## config.mk

```make
export PLATFORM = sky130hd
export DESIGN_NAME = irq_aggregator
export DESIGN_NICKNAME = d
export VERILOG_FILES = /design/src/rtl/i2c_irq_pkg.sv /design/src/rtl/irq_level_cmp.sv /design/src/rtl/irq_status_eval.sv /design/src/rtl/irq_event_bank.sv /design/src/rtl/irq_aggregator.sv
export SDC_FILE = /design/constraint.sdc
export NUM_CORES = 1
export LEC_CHECK = 0
export BUFFER_PORTS_ARGS = -buffer_cell sky130_fd_sc_hd__buf_2
export CAP_MARGIN = 15
export CELL_PAD_IN_SITES_DETAIL_PLACEMENT = 1
export CELL_PAD_IN_SITES_GLOBAL_PLACEMENT = 2
export CORE_ASPECT_RATIO = 0.9
export CORE_MARGIN = 1.5
export CORE_UTILIZATION = 22
export CTS_CLUSTER_SIZE = 24
export DETAILED_ROUTE_END_ITERATION = 16
export PLACE_DENSITY_LB_ADDON = 0.1
export REMOVE_ABC_BUFFERS = 1
export SYNTH_ARGS = -nofsm -noshare
export SYNTH_HDL_FRONTEND = slang
export SYNTH_SLANG_ARGS = --single-unit
```

## constraint.sdc

```tcl
create_clock -name clk -period 2.22 [get_ports clk]
set_clock_uncertainty 0.15 [all_clocks]
set_input_delay 0.333 -clock clk [delete_from_list [all_inputs] [get_ports clk]]
set_output_delay 0.333 -clock clk [all_outputs]
set_load 0.05 [all_outputs]
```

## src/rtl/i2c_irq_pkg.sv

```systemverilog
package i2c_irq_pkg;

    localparam int N_SRC   = 15;
    localparam int N_PULSE = 7;

    typedef logic [N_SRC-1:0]   src_vec_t;
    typedef logic [N_PULSE-1:0] pulse_vec_t;

    typedef enum logic [3:0] {
        SRC_CMDQ_LOW    = 4'd0,
        SRC_RX_HIGH     = 4'd1,
        SRC_CAPT_HIGH   = 4'd2,
        SRC_RX_OVF      = 4'd3,
        SRC_HALTED      = 4'd4,
        SRC_SCL_CLASH   = 4'd5,
        SRC_SDA_CLASH   = 4'd6,
        SRC_STRETCH_TMO = 4'd7,
        SRC_SDA_WOBBLE  = 4'd8,
        SRC_XFER_DONE   = 4'd9,
        SRC_RD_STALL    = 4'd10,
        SRC_TX_LOW      = 4'd11,
        SRC_CAPT_STALL  = 4'd12,
        SRC_EARLY_STOP  = 4'd13,
        SRC_HOST_SILENT = 4'd14
    } src_e;

    // Level-type sources: 0,1,2,4,10,11,12
    localparam src_vec_t LEVEL_MASK = 15'h1C17;
    localparam src_vec_t EVENT_MASK = ~LEVEL_MASK;

    typedef struct packed {
        logic cmdq_low;
        logic rx_high;
        logic tx_low;
        logic capt_high;
    } fifo_flags_t;

    function automatic src_vec_t place_pulses(pulse_vec_t p);
        src_vec_t v;
        v = '0;
        v[SRC_SCL_CLASH]   = p[0];
        v[SRC_SDA_CLASH]   = p[1];
        v[SRC_STRETCH_TMO] = p[2];
        v[SRC_SDA_WOBBLE]  = p[3];
        v[SRC_XFER_DONE]   = p[4];
        v[SRC_EARLY_STOP]  = p[5];
        v[SRC_HOST_SILENT] = p[6];
        return v;
    endfunction

endpackage

```

## src/rtl/irq_level_cmp.sv

```systemverilog
module irq_level_cmp #(
    parameter int W     = 7,
    parameter bit ABOVE = 1'b1
) (
    input  logic [W-1:0] lvl,
    input  logic [W-1:0] thr,
    output logic         hit
);
    generate
        if (ABOVE) begin : g_above
            assign hit = (lvl > thr);
        end else begin : g_below
            assign hit = (lvl < thr);
        end
    endgenerate
endmodule

```

## src/rtl/irq_status_eval.sv

```systemverilog
module irq_status_eval
    import i2c_irq_pkg::*;
#(
    parameter int LVL_W  = 7,
    parameter int HALT_W = 4
) (
    input  logic [LVL_W-1:0]  cmdq_lvl,
    input  logic [LVL_W-1:0]  cmdq_lo_thr,
    input  logic [LVL_W-1:0]  rx_lvl,
    input  logic [LVL_W-1:0]  rx_hi_thr,
    input  logic [LVL_W-1:0]  tx_lvl,
    input  logic [LVL_W-1:0]  tx_lo_thr,
    input  logic [LVL_W-1:0]  capt_lvl,
    input  logic [LVL_W-1:0]  capt_hi_thr,
    input  logic [HALT_W-1:0] halt_reasons,
    input  logic              tgt_read_stretch,
    input  logic              capt_stretch,
    output src_vec_t          live
);
    fifo_flags_t ff;

    irq_level_cmp #(.W(LVL_W), .ABOVE(1'b0)) u_cmdq (
        .lvl(cmdq_lvl), .thr(cmdq_lo_thr), .hit(ff.cmdq_low));
    irq_level_cmp #(.W(LVL_W), .ABOVE(1'b1)) u_rx (
        .lvl(rx_lvl), .thr(rx_hi_thr), .hit(ff.rx_high));
    irq_level_cmp #(.W(LVL_W), .ABOVE(1'b0)) u_tx (
        .lvl(tx_lvl), .thr(tx_lo_thr), .hit(ff.tx_low));
    irq_level_cmp #(.W(LVL_W), .ABOVE(1'b1)) u_capt (
        .lvl(capt_lvl), .thr(capt_hi_thr), .hit(ff.capt_high));

    always_comb begin
        live                 = '0;
        live[SRC_CMDQ_LOW]   = ff.cmdq_low;
        live[SRC_RX_HIGH]    = ff.rx_high;
        live[SRC_CAPT_HIGH]  = ff.capt_high;
        live[SRC_TX_LOW]     = ff.tx_low;
        live[SRC_HALTED]     = |halt_reasons;
        live[SRC_RD_STALL]   = tgt_read_stretch;
        live[SRC_CAPT_STALL] = capt_stretch;
    end
endmodule

```

## src/rtl/irq_event_bank.sv

```systemverilog
module irq_event_bank
    import i2c_irq_pkg::*;
#(
    parameter src_vec_t MASK = EVENT_MASK
) (
    input  logic     clk,
    input  logic     rst,
    input  src_vec_t set_vec,
    input  src_vec_t clr_vec,
    output src_vec_t held
);
    generate
        for (genvar i = 0; i < N_SRC; i++) begin : g_bit
            if (MASK[i]) begin : g_latch
                logic q;
                always_ff @(posedge clk) begin
                    if (rst)
                        q <= 1'b0;
                    else if (set_vec[i])
                        q <= 1'b1;
                    else if (clr_vec[i])
                        q <= 1'b0;
                end
                assign held[i] = q;
            end else begin : g_none
                assign held[i] = 1'b0;
            end
        end
    endgenerate
endmodule

```

## src/rtl/irq_aggregator.sv

```systemverilog
module irq_aggregator
    import i2c_irq_pkg::*;
#(
    parameter int LVL_W    = 7,
    parameter int RX_DEPTH = 64,
    parameter int HALT_W   = 4
) (
    input  logic              clk,
    input  logic              rst,
    input  logic [LVL_W-1:0]  cmdq_lvl,
    input  logic [LVL_W-1:0]  cmdq_lo_thr,
    input  logic [LVL_W-1:0]  rx_lvl,
    input  logic [LVL_W-1:0]  rx_hi_thr,
    input  logic [LVL_W-1:0]  tx_lvl,
    input  logic [LVL_W-1:0]  tx_lo_thr,
    input  logic [LVL_W-1:0]  capt_lvl,
    input  logic [LVL_W-1:0]  capt_hi_thr,
    input  logic              rx_push,
    input  logic [HALT_W-1:0] halt_reasons,
    input  logic              tgt_read_stretch,
    input  logic              capt_stretch,
    input  logic [6:0]        evt_in,
    input  logic              clr_we,
    input  logic              enable_we,
    input  logic              test_we,
    input  logic [14:0]       wdata,
    output logic [14:0]       irq_state,
    output logic              irq_line
);
    localparam logic [LVL_W-1:0] RX_FULL_LVL = LVL_W'(RX_DEPTH);

    src_vec_t live_vec;
    src_vec_t held_vec;
    src_vec_t set_vec;
    src_vec_t clr_vec;
    src_vec_t force_vec;
    src_vec_t en_q;
    logic     ovf_hit;

    irq_status_eval #(.LVL_W(LVL_W), .HALT_W(HALT_W)) u_status (
        .cmdq_lvl         (cmdq_lvl),
        .cmdq_lo_thr      (cmdq_lo_thr),
        .rx_lvl           (rx_lvl),
        .rx_hi_thr        (rx_hi_thr),
        .tx_lvl           (tx_lvl),
        .tx_lo_thr        (tx_lo_thr),
        .capt_lvl         (capt_lvl),
        .capt_hi_thr      (capt_hi_thr),
        .halt_reasons     (halt_reasons),
        .tgt_read_stretch (tgt_read_stretch),
        .capt_stretch     (capt_stretch),
        .live             (live_vec)
    );

    always_comb begin
        force_vec           = test_we ? src_vec_t'(wdata) : '0;
        clr_vec             = clr_we  ? src_vec_t'(wdata) : '0;
        ovf_hit             = rx_push && (rx_lvl >= RX_FULL_LVL);
        set_vec             = place_pulses(evt_in) | (force_vec & EVENT_MASK);
        set_vec[SRC_RX_OVF] = set_vec[SRC_RX_OVF] | ovf_hit;
    end

    irq_event_bank #(.MASK(EVENT_MASK)) u_events (
        .clk     (clk),
        .rst     (rst),
        .set_vec (set_vec),
        .clr_vec (clr_vec),
        .held    (held_vec)
    );

    always_ff @(posedge clk) begin
        if (rst)
            en_q <= '0;
        else if (enable_we)
            en_q <= src_vec_t'(wdata);
    end

    assign irq_state = held_vec | ((live_vec | force_vec) & LEVEL_MASK);
    assign irq_line  = |(irq_state & en_q);

endmodule

```

Yosys cells after proc, flatten, opt, wreduce, memory -nomap -nowiden
Index checks and enable logic that the tools add are counted.
- register bits: 23
- order comparisons: 5
- multiplexer cells: 18
- bitwise gates (word level): 5
- reduce and logical (&&, ||, !) cells: 11
- operators by type and width (operator ; number):
    $mux 15 ; 2
    $mux 1 ; 16
    $reduce_bool 2->1 ; 8
    $and 15x15->15 ; 1
    $or 15x13->15 ; 1
    $or 15x15->15 ; 1
    $reduce_or 15->1 ; 1
    $gt 7x7->1 ; 2
    $lt 7x7->1 ; 2
    $or 13x13->13 ; 1
    $ge 7x7->1 const B ; 1
    $reduce_or 4->1 ; 1
    $logic_and 1x1->1 ; 1
    $or 1x1->1 ; 1

Depth between registers and ports, before layout
Gate-level depths: netlist of the first run.
- word-level depth: 5
- depth in mapped cells: 7
- mapped depth without buffers: 7

Hierarchy
Synthesis of the first run repeated with hierarchy kept, for this count alone.
- cells, all modules: 245
- area, all modules: 2049.5 um^2
- modules (own cells, without submodules) (module ; times used ; cells an instance ; area each (um^2) ; sequential area each (um^2)):
    irq_aggregator ; 1 ; 90 ; 819.5 ; 300.3
    irq_event_bank ; 1 ; 49 ; 498.0 ; 160.2
    irq_level_cmp (u_status.u_capt ...) ; 2 ; 24 ; 170.2 ; 0.0
    irq_level_cmp (u_status.u_cmdq ...) ; 2 ; 23 ; 152.6 ; 0.0
    irq_status_eval ; 1 ; 12 ; 86.3 ; 0.0

Worst setup path before layout of the first run
OpenSTA, ideal clock, no wires.
- kind: input to output
- from: input port capt_hi_thr[6]
- to: output port irq_line
- arrival time: 2.350 ns
- data required time: 1.737 ns
- path slack: -0.613 ns
- stages on the path: 7
- path buffers: 0
- cells stage by stage: inv_1 -> ha_1 -> nand4_1 -> a21o_1 -> a31oi_1 -> nand2_1 -> nand4_1
- longest elaborated chain between the ends: 5
- ends and longest elaborated chain (item ; line ; text):
    from (decl) ; irq_aggregator.sv:17 ; input logic [LVL_W-1:0] capt_hi_thr,
    $gt 7x7->1 ; irq_level_cmp.sv:11 ; assign hit = (lvl > thr);
    $or 13x13->13 ; irq_aggregator.sv:78 ; assign irq_state = held_vec | ((live_vec | force_vec) & LEVEL_MASK);
    $or 15x13->15 ; irq_aggregator.sv:78 ;
    net irq_state[2] ; irq_aggregator.sv:27 ; output logic [14:0] irq_state,
    $and 15x15->15 ; irq_aggregator.sv:79 ; assign irq_line = |(irq_state & en_q);
    $reduce_or 15->1 ; irq_aggregator.sv:79 ;
    to (decl) ; irq_aggregator.sv:28 ; output logic irq_line
The timed path passes the listed nets, and every way through them passes these cells.

Final worst setup path of the first run
- from: input port rx_lvl[3]
- to: output port irq_line
- longest elaborated chain between the ends: 5
- ends and longest elaborated chain (item ; line ; text):
    from (decl) ; irq_aggregator.sv:12 ; input logic [LVL_W-1:0] rx_lvl,
    $gt 7x7->1 ; irq_level_cmp.sv:11 ;
    $or 13x13->13 ; irq_aggregator.sv:78 ;
    $or 15x13->15 ; irq_aggregator.sv:78 ;
    $and 15x15->15 ; irq_aggregator.sv:79 ;
    $reduce_or 15->1 ; irq_aggregator.sv:79 ;
Every way passes these cells.

==> summary.md, run 1 <==
| Metric | Value |
|---|---|
| Status | `finished clean` |
| Leakage | `1.31 nW` |
| Slowest CP cell | `a211o_1` |
| Synth Area in Compound Gates | `0.180` |
| Vias per cell | `4.51` |
| Post-synthesis mux area share | `0.0878` |
| Crit share post-route | `0.981` |
| Clk buf depth | `2` |
| Placed wire-length estimate | `4260 µm` |
| Yosys reg bits | `23` |
| H-tree Lvls | `1` |
| Min cycle time layout | `2.18 ns` |
| Final setup vio count | `0` |
| Grt total ovfl | `0` |
| DR WL/cell | `12.6 µm` |
| Top FF cell, synth | `dfxtp_1` |
| Fmax | `459 MHz` |
| Total Routing Usage GR | `0.125` |
| Final setup margin | `0.0423 ns` |
| CP delay by family, top | `compound AO/OA/AOI/OAI gates` |
| DR pass1 iterations | `4` |
| Num ports | `106` |
| Final wirelength | `5080 µm` |
| Place WS | `-0.126 ns` |
| # hold bufs at CTS | `0` |
| Reg2Reg Setup Slack | `1.19 ns` |
| Hold depth | `3` |
| Final Hold Viols | `0` |
| Post-Place Cell Area | `2300 µm²` |
| Max incr delay on CP | `0.29 ns` |
| Critical Path Fanout Max | `2` |
| Largest area contributor in the netlist | `dfxtp_1` |
| PwrDens | `474 nW/µm²` |
| Syn. warnings | `0` |
| CP Class | `in2out` |
| Clock Latency Late Sink | `0.27 ns` |
| Peak supply drop | `0.209 mV` |
| Post-Synth XOR/XNOR Area | `0` |
| FP Rows | `30` |
| Die height | `86.7 µm` |
| WHS Endpoint | `u_events.g_bit[5].g_latch.q$_SDFFE_PP0P_` |
| Final core occ | `0.326` |
| Rel. slew slack | `0.672` |
| Worst path cell trace | `buf_2 -> ha_1 -> a211oi_2 -> nor2_1 -> a211o_1 -> a31oi_1 -> nand4_1 -> buf_6` |
| Synth Instances | `206` |
| Total power | `0.00117 W` |
| Main combinational cell family by area after synthesis | `adder cells` |
| First-pass GRT wire length | `8310 µm` |
| Worst-Margin Slew | `0.492 ns` |
| Vias in the first global route | `1881` |
| I/O Buffers | `105` |
| Worst R2R Start | `u_events.g_bit[9].g_latch.q$_SDFFE_PP0P_` |
| Nets@finish | `423` |
| Number of synthesized flops with an enable pin | `0` |
| Routed Antenna Nets | `0` |
| Chip width | `95.9 µm` |
| CTS Buf Count | `3` |
| Distinct cell type count after synthesis | `39` |
| Core area | `7540 µm²` |
| Die area | `8310 µm²` |
| Simple-gate share of the synthesized area | `0.159` |
| Synth Area per Inst | `8.30 µm²` |
| Reg-to-reg endpoint | `u_events.g_bit[9].g_latch.q$_SDFFE_PP0P_` |
| Hold_sp | `evt_in[0]` |
| Hold WS | `0.126 ns` |
| Post-route design area | `2460 µm²` |
| Ys async rst share | `0` |
| Number of buffers and inverters on the critical path | `2` |
| Clk slew on worst S/H paths | `0.09 ns` |
| GPL Wtd Cong | `0.687` |
| Layout area overhead | `44.0%` |
| Critical Path RT | `1.74 ns` |
| Largest net degree at the start of global routing | `24` |
| Ranking of synthesized cells by area | `dfxtp_1 27%, ha_1 19%, mux2i_1 8.8%` |
| RSZ-0062 raised after global routing | `yes` |
| Initial antenna violation count | `0` |
| TritonCTS clock tree | `yes` |
| Mapped Area | `1710 µm²` |
| Critical path arrival | `1.69 ns` |
| Clock Sinks | `23` |
| Seq/Total Area, Yosys | `0.269` |
| Critical Path End Type | `output port` |
| Ant diodes | `0` |
| Clk root buf | `clkbuf_8` |
| Worst-case reg-to-reg path depth | `3` |
| Top cells by count, synth | `26 x ha_1, 26 x inv_1, 24 x nor2_1` |
| Startpoint types | `primary input` |
| DRC Markers | `0` |
| Layout cells sized above 1 | `0.435` |
| Initial Util | `0.227` |
| Yosys top cell area share | `0.269` |
| Drt initial violations | `13` |
| Type of the worst min-delay path | `in2reg` |
| Via count | `1812` |
| Final Max Slew Viols | `0` |
| Total of max-cap violations | `0` |
| Post-Synth Adder-Cell Area | `0.190` |
## logic make-up (layout without fill, tap and decap cells)
group                      Yosys count  count (layout)
buffers and inverters               41             141
and+or+nand+nor                     59              59
AOI/OAI and AO/OA                   42              42
DFF                                 23              23
muxes                               15              15
adders and majority gates           26              26
## layout by cell type, fill, tap and decap left out, types with 2 or more instances in the layout
master and n:
buf_2 101, inv_1 24, nor2_1 24, ha_1 22, dfxtp_1 21, nand2_1 15, mux2i_1 15, a221oi_1 7
buf_4 6, o21ai_0 4, a21oi_1 4, nand4_1 4, nand3_1 4, ha_4 4, a211o_1 3, a21o_1 3
a211oi_2 3, a22o_1 3, clkbuf_8 3, nand2b_1 2, a31oi_2 2, a31oi_1 2, o21ai_1 2, and3_1 2
a22oi_1 2, dfxtp_2 2, buf_6 2, clkbuf_4 2
## routing by layer
layer	routed length, µm	track usage	up-vias
met1	2200	0.150	848
met4	13	0.0120	0
met3	278	0.0307	2
met5	0	0	-
li1	-	-	919
met2	2580	0.231	43
## layout make-up
type | instances | area, µm²
Tap cell | 96 | 120
Sequential cell | 23 | 463
Clock buffer | 3 | 41.3
Multi-Input combinational cell | 142 | 1140
Fill cell | 922 | 5080
Clock inverter | 1 | 5.00
Inverter | 26 | 100
Timing Repair Buffer | 111 | 588
## stage by stage
stage | instances | TNS (ns)
finish | 402 | 0
CTS | 401 | 0
floorplan | 191 | -0.692
detailed placement | 397 | -0.134
global placement | 397 | -0.118
global route | 402 | -0.0586
## sequential cells by signal (all words and copies together), names as in the netlist
| register | cells |
|---|---|
| en_q | 15 |
| u_events.g_bit.g_latch.q | 8 |
## repair_timing
| item | in CTS | in global routing |
|---|---|---|
| resized for setup | 5 | 18 |
| endpoints found under the setup margin | 2 | 4 |
| endpoints found under the hold margin | 0 | 0 |
| setup buffers | 0 | 1 |
| pin swaps | 3 | 11 |
| cloned | 0 | 0 |
## how the worst max path moves through the flow
stage                    from             to  slack, ns  cells past startpoint
6_report            rx_lvl[3]       irq_line       0.04                      8
5_1_grt          rx_hi_thr[5]       irq_line      -0.06                      9
4_1_cts             tx_lvl[1]  irq_state[11]      0.008                      6
3_5_place_dp        rx_lvl[4]       irq_line      -0.13                      8
3_3_place_gp        rx_lvl[4]       irq_line      -0.12                      8
2_1_floorplan  capt_hi_thr[6]       irq_line      -0.61                      7
## report_power, final
group | switching (W) | total (W) | internal (W) | leakage, nW
combinational | 0.000255 | 0.000451 | 0.000196 | 1.09
clock | 0.000135 | 0.000260 | 0.000125 | 0.0255
sequential | 0.0000169 | 0.000457 | 0.000440 | 0.192
total | 0.000407 | 0.00117 | 0.000762 | 1.31
## tightest hold or removal path, cell delays in order
cell and delay [ns]:
buf_2 0.07, a221oi_1 0.04, nor2_1 0.07
No activity file was read; power rests on OpenSTA's default activity.
==> run 2, diff against run 1 <==
--- a/config.mk
+++ b/config.mk
@@ -14,8 +14,10 @@
 export CORE_UTILIZATION = 22
 export CTS_CLUSTER_SIZE = 24
 export DETAILED_ROUTE_END_ITERATION = 16
+export MAX_ROUTING_LAYER = met4
 export PLACE_DENSITY_LB_ADDON = 0.1
 export REMOVE_ABC_BUFFERS = 1
 export SYNTH_ARGS = -nofsm -noshare
 export SYNTH_HDL_FRONTEND = slang
 export SYNTH_SLANG_ARGS = --single-unit
+export TNS_END_PERCENT = 100
==> constraint.sdc (replaced) <==
create_clock -name clk -period 2.3 [get_ports clk]
set_clock_uncertainty 0.15 [all_clocks]
set_input_delay 0.345 -clock clk [delete_from_list [all_inputs] [get_ports clk]]
set_output_delay 0.345 -clock clk [all_outputs]
set_load 0.05 [all_outputs]
==> run 2 against run 1 <==
  * Core utilization decreased by 1.2 points
  * Die area unchanged
  * Flip-flop and latch count stayed put
  * Global-route usage barely moved
  * Critical path depth rose by 1
  * Via count down 2.1%
  * Critical endpoint unchanged
  * Largest power group unchanged
  * Routed wire length is 2.2% lower
  * Non-clock buffer count down 3
  * Combinational power is 8.0% lower
  * Register-to-register slack better by 0.16 ns
  * Power is 5.0% lower
  * Final area down 3.6%
==> summary.md, run 2 (synthesis gave the netlist of run 1 again) <==
| Metric | Value |
|---|---|
| Final setup vio count | `0` |
| Clock Sinks | `23` |
| Post-Place Cell Area | `2280 µm²` |
| Ant diodes | `0` |
| Most frequent cells in the layout | `103 x buf_2, 24 x inv_1, 24 x nor2_1, 24 x ha_1, 23 x dfxtp_1` |
| Drt initial violations | `32` |
| Nets@finish | `420` |
| Clk slew on worst S/H paths | `0.08 ns` |
| Largest regs | `en_q x15, u_events.g_bit.g_latch.q x8` |
| Slowest CP cell | `a211o_1` |
| Crit share post-route | `0.963` |
| Layout area overhead | `38.8%` |
| Dpl cells | `395` |
| Critical Path Fanout Max | `2` |
| Worst path cell trace | `buf_2 -> inv_2 -> ha_4 -> a211oi_2 -> nor2_1 -> a211o_1 -> a31oi_1 -> nand4_1 -> buf_6` |
| Total Routing Usage GR | `0.125` |
| Pint | `0.000724 W` |
| Min cycle time layout | `2.22 ns` |
| Initial antenna violation count | `0` |
| Non-filler instance count after layout | `399` |
| Clk buf depth | `2` |
| Max incr delay on CP | `0.24 ns` |
| Total of max-cap violations | `0` |
| RSZ-0062 raised after global routing | `no` |
| Leakage | `1.28 nW` |
| Clk root buf | `clkbuf_8` |
| First-pass GRT wire length | `7950 µm` |
| Net Sw Power | `0.000385 W` |
| TritonCTS clock tree | `yes` |
| Rel. slew slack | `0.677` |
| Worst-Margin Slew | `0.484 ns` |
| Die height | `86.7 µm` |
| H-tree Lvls | `1` |
| Final core occ | `0.315` |
| CTS Buf Count | `3` |
| Peak supply drop | `0.290 mV` |
| Routed length on met1 | `2180 µm` |
| Comb power frac | `0.374` |
| Layout cells sized above 1 | `0.396` |
| DR WL/cell | `12.4 µm` |
| Largest net degree at the start of global routing | `24` |
| Via count | `1774` |
| DR pass1 iterations | `4` |
| Sw Ratio | `0.347` |
| Status | `finished clean` |
| CP Class | `in2out` |
| DRC Markers | `0` |
| GPL Wtd Cong | `0.676` |
| Num ports | `106` |
| Top reg by flops | `en_q` |
| WL met2 | `2550 µm` |
| Critical Path End Type | `output port` |
| # hold bufs at CTS | `0` |
| Total power | `0.00111 W` |
| Routed Antenna Nets | `0` |
| Critical path arrival | `1.72 ns` |
| Vias per cell | `4.45` |
| I/O Buffers | `105` |
| Startpoint types | `primary input` |
| Sequential Power Share | `0.398` |
| Chip width | `95.9 µm` |
| Die area | `8310 µm²` |
| Type of the worst min-delay path | `in2reg` |
| Clock network fraction of total power | `0.228` |
| Final wirelength | `4970 µm` |
| PwrDens | `467 nW/µm²` |
| Post-route design area | `2370 µm²` |
| Placed wire-length estimate | `4200 µm` |
| Grt total ovfl | `0` |
| Clock Latency Late Sink | `0.26 ns` |
| Fmax | `451 MHz` |
| Leading cell type in the layout, fill and taps excluded | `buf_2` |
| Critical Path RT | `1.80 ns` |
| Final Max Slew Viols | `0` |
| FP Rows | `30` |
| Vias in the first global route | `1753` |
| Top Metal Used | `met4` |
| Routed wl met3 | `221 µm` |
| CP delay by family, top | `compound AO/OA/AOI/OAI gates` |
| Final Hold Viols | `0` |
| Core area | `7540 µm²` |
| Max FFs per register | `15` |
| Initial Util | `0.227` |
| Number of buffers and inverters on the critical path | `3` |
run 2: path summary, 6_finish.rpt:
path | cells after the start | startpoint | end | slack (ns)
max | 9 | rx_hi_thr[4] | irq_line | 0.08
min | 3 | evt_in[0] | u_events.g_bit[5].g_latch.q$_SDFFE_PP0P_ | 0.14
max reg2reg | 2 | u_events.g_bit[13].g_latch.q$_SDFFE_PP0P_ | u_events.g_bit[13].g_latch.q$_SDFFE_PP0P_ | 1.35
min reg2reg | 2 | en_q[0]$_SDFFE_PP0P_ | en_q[0]$_SDFFE_PP0P_ | 0.35
run 2: area by class of cell:
class	instances	area, µm²
fill	955	5170
multi-input combinational	142	1090
timing repair buffer	108	557
sequential	23	460
tap	96	120
inverter	26	97.6
clock buffer	4	45.0
run 2: worst register-to-register path: stages, from the launching register on:
cell      delay [ns]
dfxtp_1         0.34
a221oi_1        0.27
nor2_1          0.07
run 2: repair_timing:
| item | 4_1_cts | 5_1_grt |
|---|---|---|
| gates cloned | 0 | 0 |
| resized for setup | 4 | 7 |
| setup buffers | 0 | 0 |
| pin swaps | 2 | 4 |
| setup endpoints to repair | 1 | 2 |
run 2: per-stage QoR:
| step | setup TNS (ns) | setup WS [ns] | hold slack [ns] |
|---|---|---|---|
| 6_report | 0 | 0.0847 | 0.138 |
| 5_1_grt | 0 | 0.000609 | 0.143 |
| 4_1_cts | 0 | 0.0411 | 0.129 |
| 3_5_place_dp | -0.0760 | -0.0760 | 0.336 |
| 3_3_place_gp | -0.0646 | -0.0646 | 0.328 |
| 2_1_floorplan | -0.580 | -0.557 | 0.267 |
run 2: power groups by stage:
stage | sequential, W | clock [W] | combinational (W)
floorplan | 0.000485 | 0 | 0.000199
finish | 0.000441 | 0.000253 | 0.000415
detailed placement | 0.000451 | 0 | 0.000407
CTS | 0.000442 | 0.000269 | 0.000418
global route | 0.000445 | 0.000289 | 0.000462
global placement | 0.000451 | 0 | 0.000402
run 2: per-layer routing:
metal  global-route usage  vias to the layer above
met1                0.149                      817
li1                     -                      914
met5                    -                        -
met4               0.0160                        0
met3               0.0237                        2
met2                0.222                       41
==> run 3, diff against run 2 <==
--- a/config.mk
+++ b/config.mk
@@ -11,7 +11,7 @@
 export CELL_PAD_IN_SITES_GLOBAL_PLACEMENT = 2
 export CORE_ASPECT_RATIO = 0.9
 export CORE_MARGIN = 1.5
-export CORE_UTILIZATION = 22
+export CORE_UTILIZATION = 25
 export CTS_CLUSTER_SIZE = 24
 export DETAILED_ROUTE_END_ITERATION = 16
 export MAX_ROUTING_LAYER = met4
@@ -19,5 +19,6 @@
 export REMOVE_ABC_BUFFERS = 1
 export SYNTH_ARGS = -nofsm -noshare
 export SYNTH_HDL_FRONTEND = slang
+export SYNTH_HIERARCHICAL = 1
 export SYNTH_SLANG_ARGS = --single-unit
 export TNS_END_PERCENT = 100
==> run 3 against run 2 <==
  * Via count is 2.0% higher
  * Critical path type unchanged
  * The run now ends with setup timing left
  * Synthesized cell count rose by 11%
  * Flip-flop and latch count unchanged
  * Final cell count is 5.5% higher
  * Sequential share of layout area is 2.2 points lower
  * Area after synthesis increased by 13%
  * Setup slack worse by 0.22 ns
  * Final area is 13% higher
  * Power is 3.4% higher
  * Maximum frequency shrank 9.0%
  * Combinational power rose by 8.7%
  * Die area decreased by 0.27%
==> summary.md, run 3 <==
| Metric | Value |
|---|---|
| CTS Buf Count | `3` |
| Final core occ | `0.355` |
| Area of the multi-input gates | `1320 µm²` |
| Slowest CP cell | `a222oi_1` |
| Vias in the first global route | `1897` |
| Type of the worst min-delay path | `in2reg` |
| Min cycle time layout | `2.43 ns` |
| Final Max Slew Viols | `0` |
| PwrDens | `429 nW/µm²` |
| Rel. slew slack | `0.652` |
| Clock Latency Late Sink | `0.26 ns` |
| Critical Path Fanout Max | `3` |
| Fmax | `411 MHz` |
| Synth Area per Inst | `8.50 µm²` |
| Reg2Reg Setup Slack | `1.49 ns` |
| Most frequent cells in the layout | `101 x buf_2, 28 x inv_1, 23 x dfxtp_1` |
| Num ports | `106` |
| FP Rows | `30` |
| Critical Path RT | `1.80 ns` |
| Drt initial violations | `39` |
| Status | `finished with violations` |
| Leading cell type in the layout, fill and taps excluded | `buf_2` |
| Total Routing Usage GR | `0.132` |
| Clock Sinks | `23` |
| Hold_sp | `wdata[2]` |
| Vias per cell | `4.30` |
| CP Class | `in2out` |
| Initial Util | `0.257` |
| Layout cells sized above 1 | `0.462` |
| Die height | `86.5 µm` |
| Worst path cell trace | `buf_2 -> ha_4 -> a21oi_2 -> o21ai_1 -> o22a_1 -> a211o_1 -> a222oi_1 -> nand4_1 -> buf_6` |
| Clk root buf | `clkbuf_8` |
| Synth Instances | `228` |
| Largest regs | `en_q x15, u_events/g_bit.g_latch.q x8` |
| Max FFs per register | `15` |
| Top reg by flops | `en_q` |
| Ant diodes | `0` |
| TritonCTS clock tree | `yes` |
| Worst R2R Start | `u_events/g_bit[14].g_latch.q$_SDFFE_PP0P_` |
| DRC Markers | `0` |
| Via count | `1809` |
| Hold WS | `0.181 ns` |
| Chip width | `95.8 µm` |
| Peak supply drop | `0.207 mV` |
| GPL Wtd Cong | `0.746` |
| Critical Path End Type | `output port` |
| Final wirelength | `5230 µm` |
| Final setup vio count | `1` |
| Nets@finish | `442` |
| Setup crit start | `rx_lvl[6]` |
| Layout area overhead | `38.1%` |
| Final Hold Viols | `0` |
| Clk slew on worst S/H paths | `0.08 ns` |
| I/O Buffers | `105` |
| Initial antenna violation count | `0` |
| Syn. warnings | `6` |
| Critical path arrival | `1.94 ns` |
| Largest net degree at the start of global routing | `24` |
| Die area | `8290 µm²` |
| DR WL/cell | `12.4 µm` |
| # hold bufs at CTS | `0` |
| Grt total ovfl | `0` |
| Crit share post-route | `1.06` |
| Startpoint types | `primary input` |
| Leakage | `1.42 nW` |
| Placed wire-length estimate | `4230 µm` |
| H-tree Lvls | `1` |
| DR pass1 iterations | `4` |
| First-pass GRT wire length | `8420 µm` |
| Place WS | `-0.386 ns` |
| Mapped Area | `1940 µm²` |
| FF+latch area | `460 µm²` |
| Core area | `7540 µm²` |
| Max incr delay on CP | `0.26 ns` |
| Routed Antenna Nets | `0` |
| Failing checks | `setup timing` |
| Final setup margin | `-0.135 ns` |
| Total of max-cap violations | `0` |
| RSZ-0062 raised after global routing | `yes` |
| Worst-Margin Slew | `0.522 ns` |
| Clk buf depth | `2` |
| Total of fill cells in the finished design | `930` |
==> run 3: changes by cell type in the layout (fill, tap and decap cells not counted), sizes merged, moves of 7 or more <==
cell,delta
a21oi,+19
and2,+7
conb,+7
inv,+8
nand2,-7
nor2,-7
==> run 3: stage by stage <==
step	TNS [ns]	power, W	std cells	instance area [µm²]
floorplan	-0.502	0.000701	211	1800
global placement	-0.333	0.000866	417	2480
detailed placement	-0.455	0.000870	417	2480
CTS	-0.199	0.00115	421	2630
global route	-0.230	0.00124	421	2680
finish	-0.135	0.00115	421	2680
==> run 3: per-layer routing <==
metal	track usage	up-vias	wire length, µm
li1	-	945	-
met2	0.230	64	2520
met5	-	-	0
met4	0.0281	0	52
met1	0.161	794	2370
met3	0.0193	6	289
==> run 3: final cells by class <==
cell class,count,area share
clock buffers,4,0.0168
inverters,34,0.0496
multi-input cells,154,0.494
flip-flops and latches,23,0.172
well taps,96,0.0449
repair buffers,110,0.223
==> run 3: path summary, 6_finish.rpt <==
check | end | cells past startpoint
hold reg to reg | u_events/g_bit[5].g_latch.q$_SDFFE_PP0P_ | 2
setup / recovery | irq_line | 9
hold / removal | en_q[2]$_SDFFE_PP0P_ | 3
setup reg to reg | u_events/g_bit[14].g_latch.q$_SDFFE_PP0P_ | 2
==> run 3: power by group <==
part | switching (W) | leakage [nW] | total [W] | internal, W
sequential | 0.0000224 | 0.191 | 0.000447 | 0.000425
clock | 0.000126 | 0.0228 | 0.000250 | 0.000124
combinational | 0.000241 | 1.20 | 0.000451 | 0.000209
total | 0.000390 | 1.42 | 0.00115 | 0.000758
==> run 3: what timing repair did <==
action | in CTS | in global routing
buffers inserted | 0 | 1
gates resized for setup | 20 | 11
gates cloned | 0 | 0
pin swaps | 10 | 8
setup endpoints to repair | 2 | 2
==> run 3: worst max-delay path, delay by kind of cell <==
kind            cells  cell delay, ns
buf+inv             2            0.30
simple gates        1            0.16
fa+ha+maj           1            0.23
compound gates      5            0.89
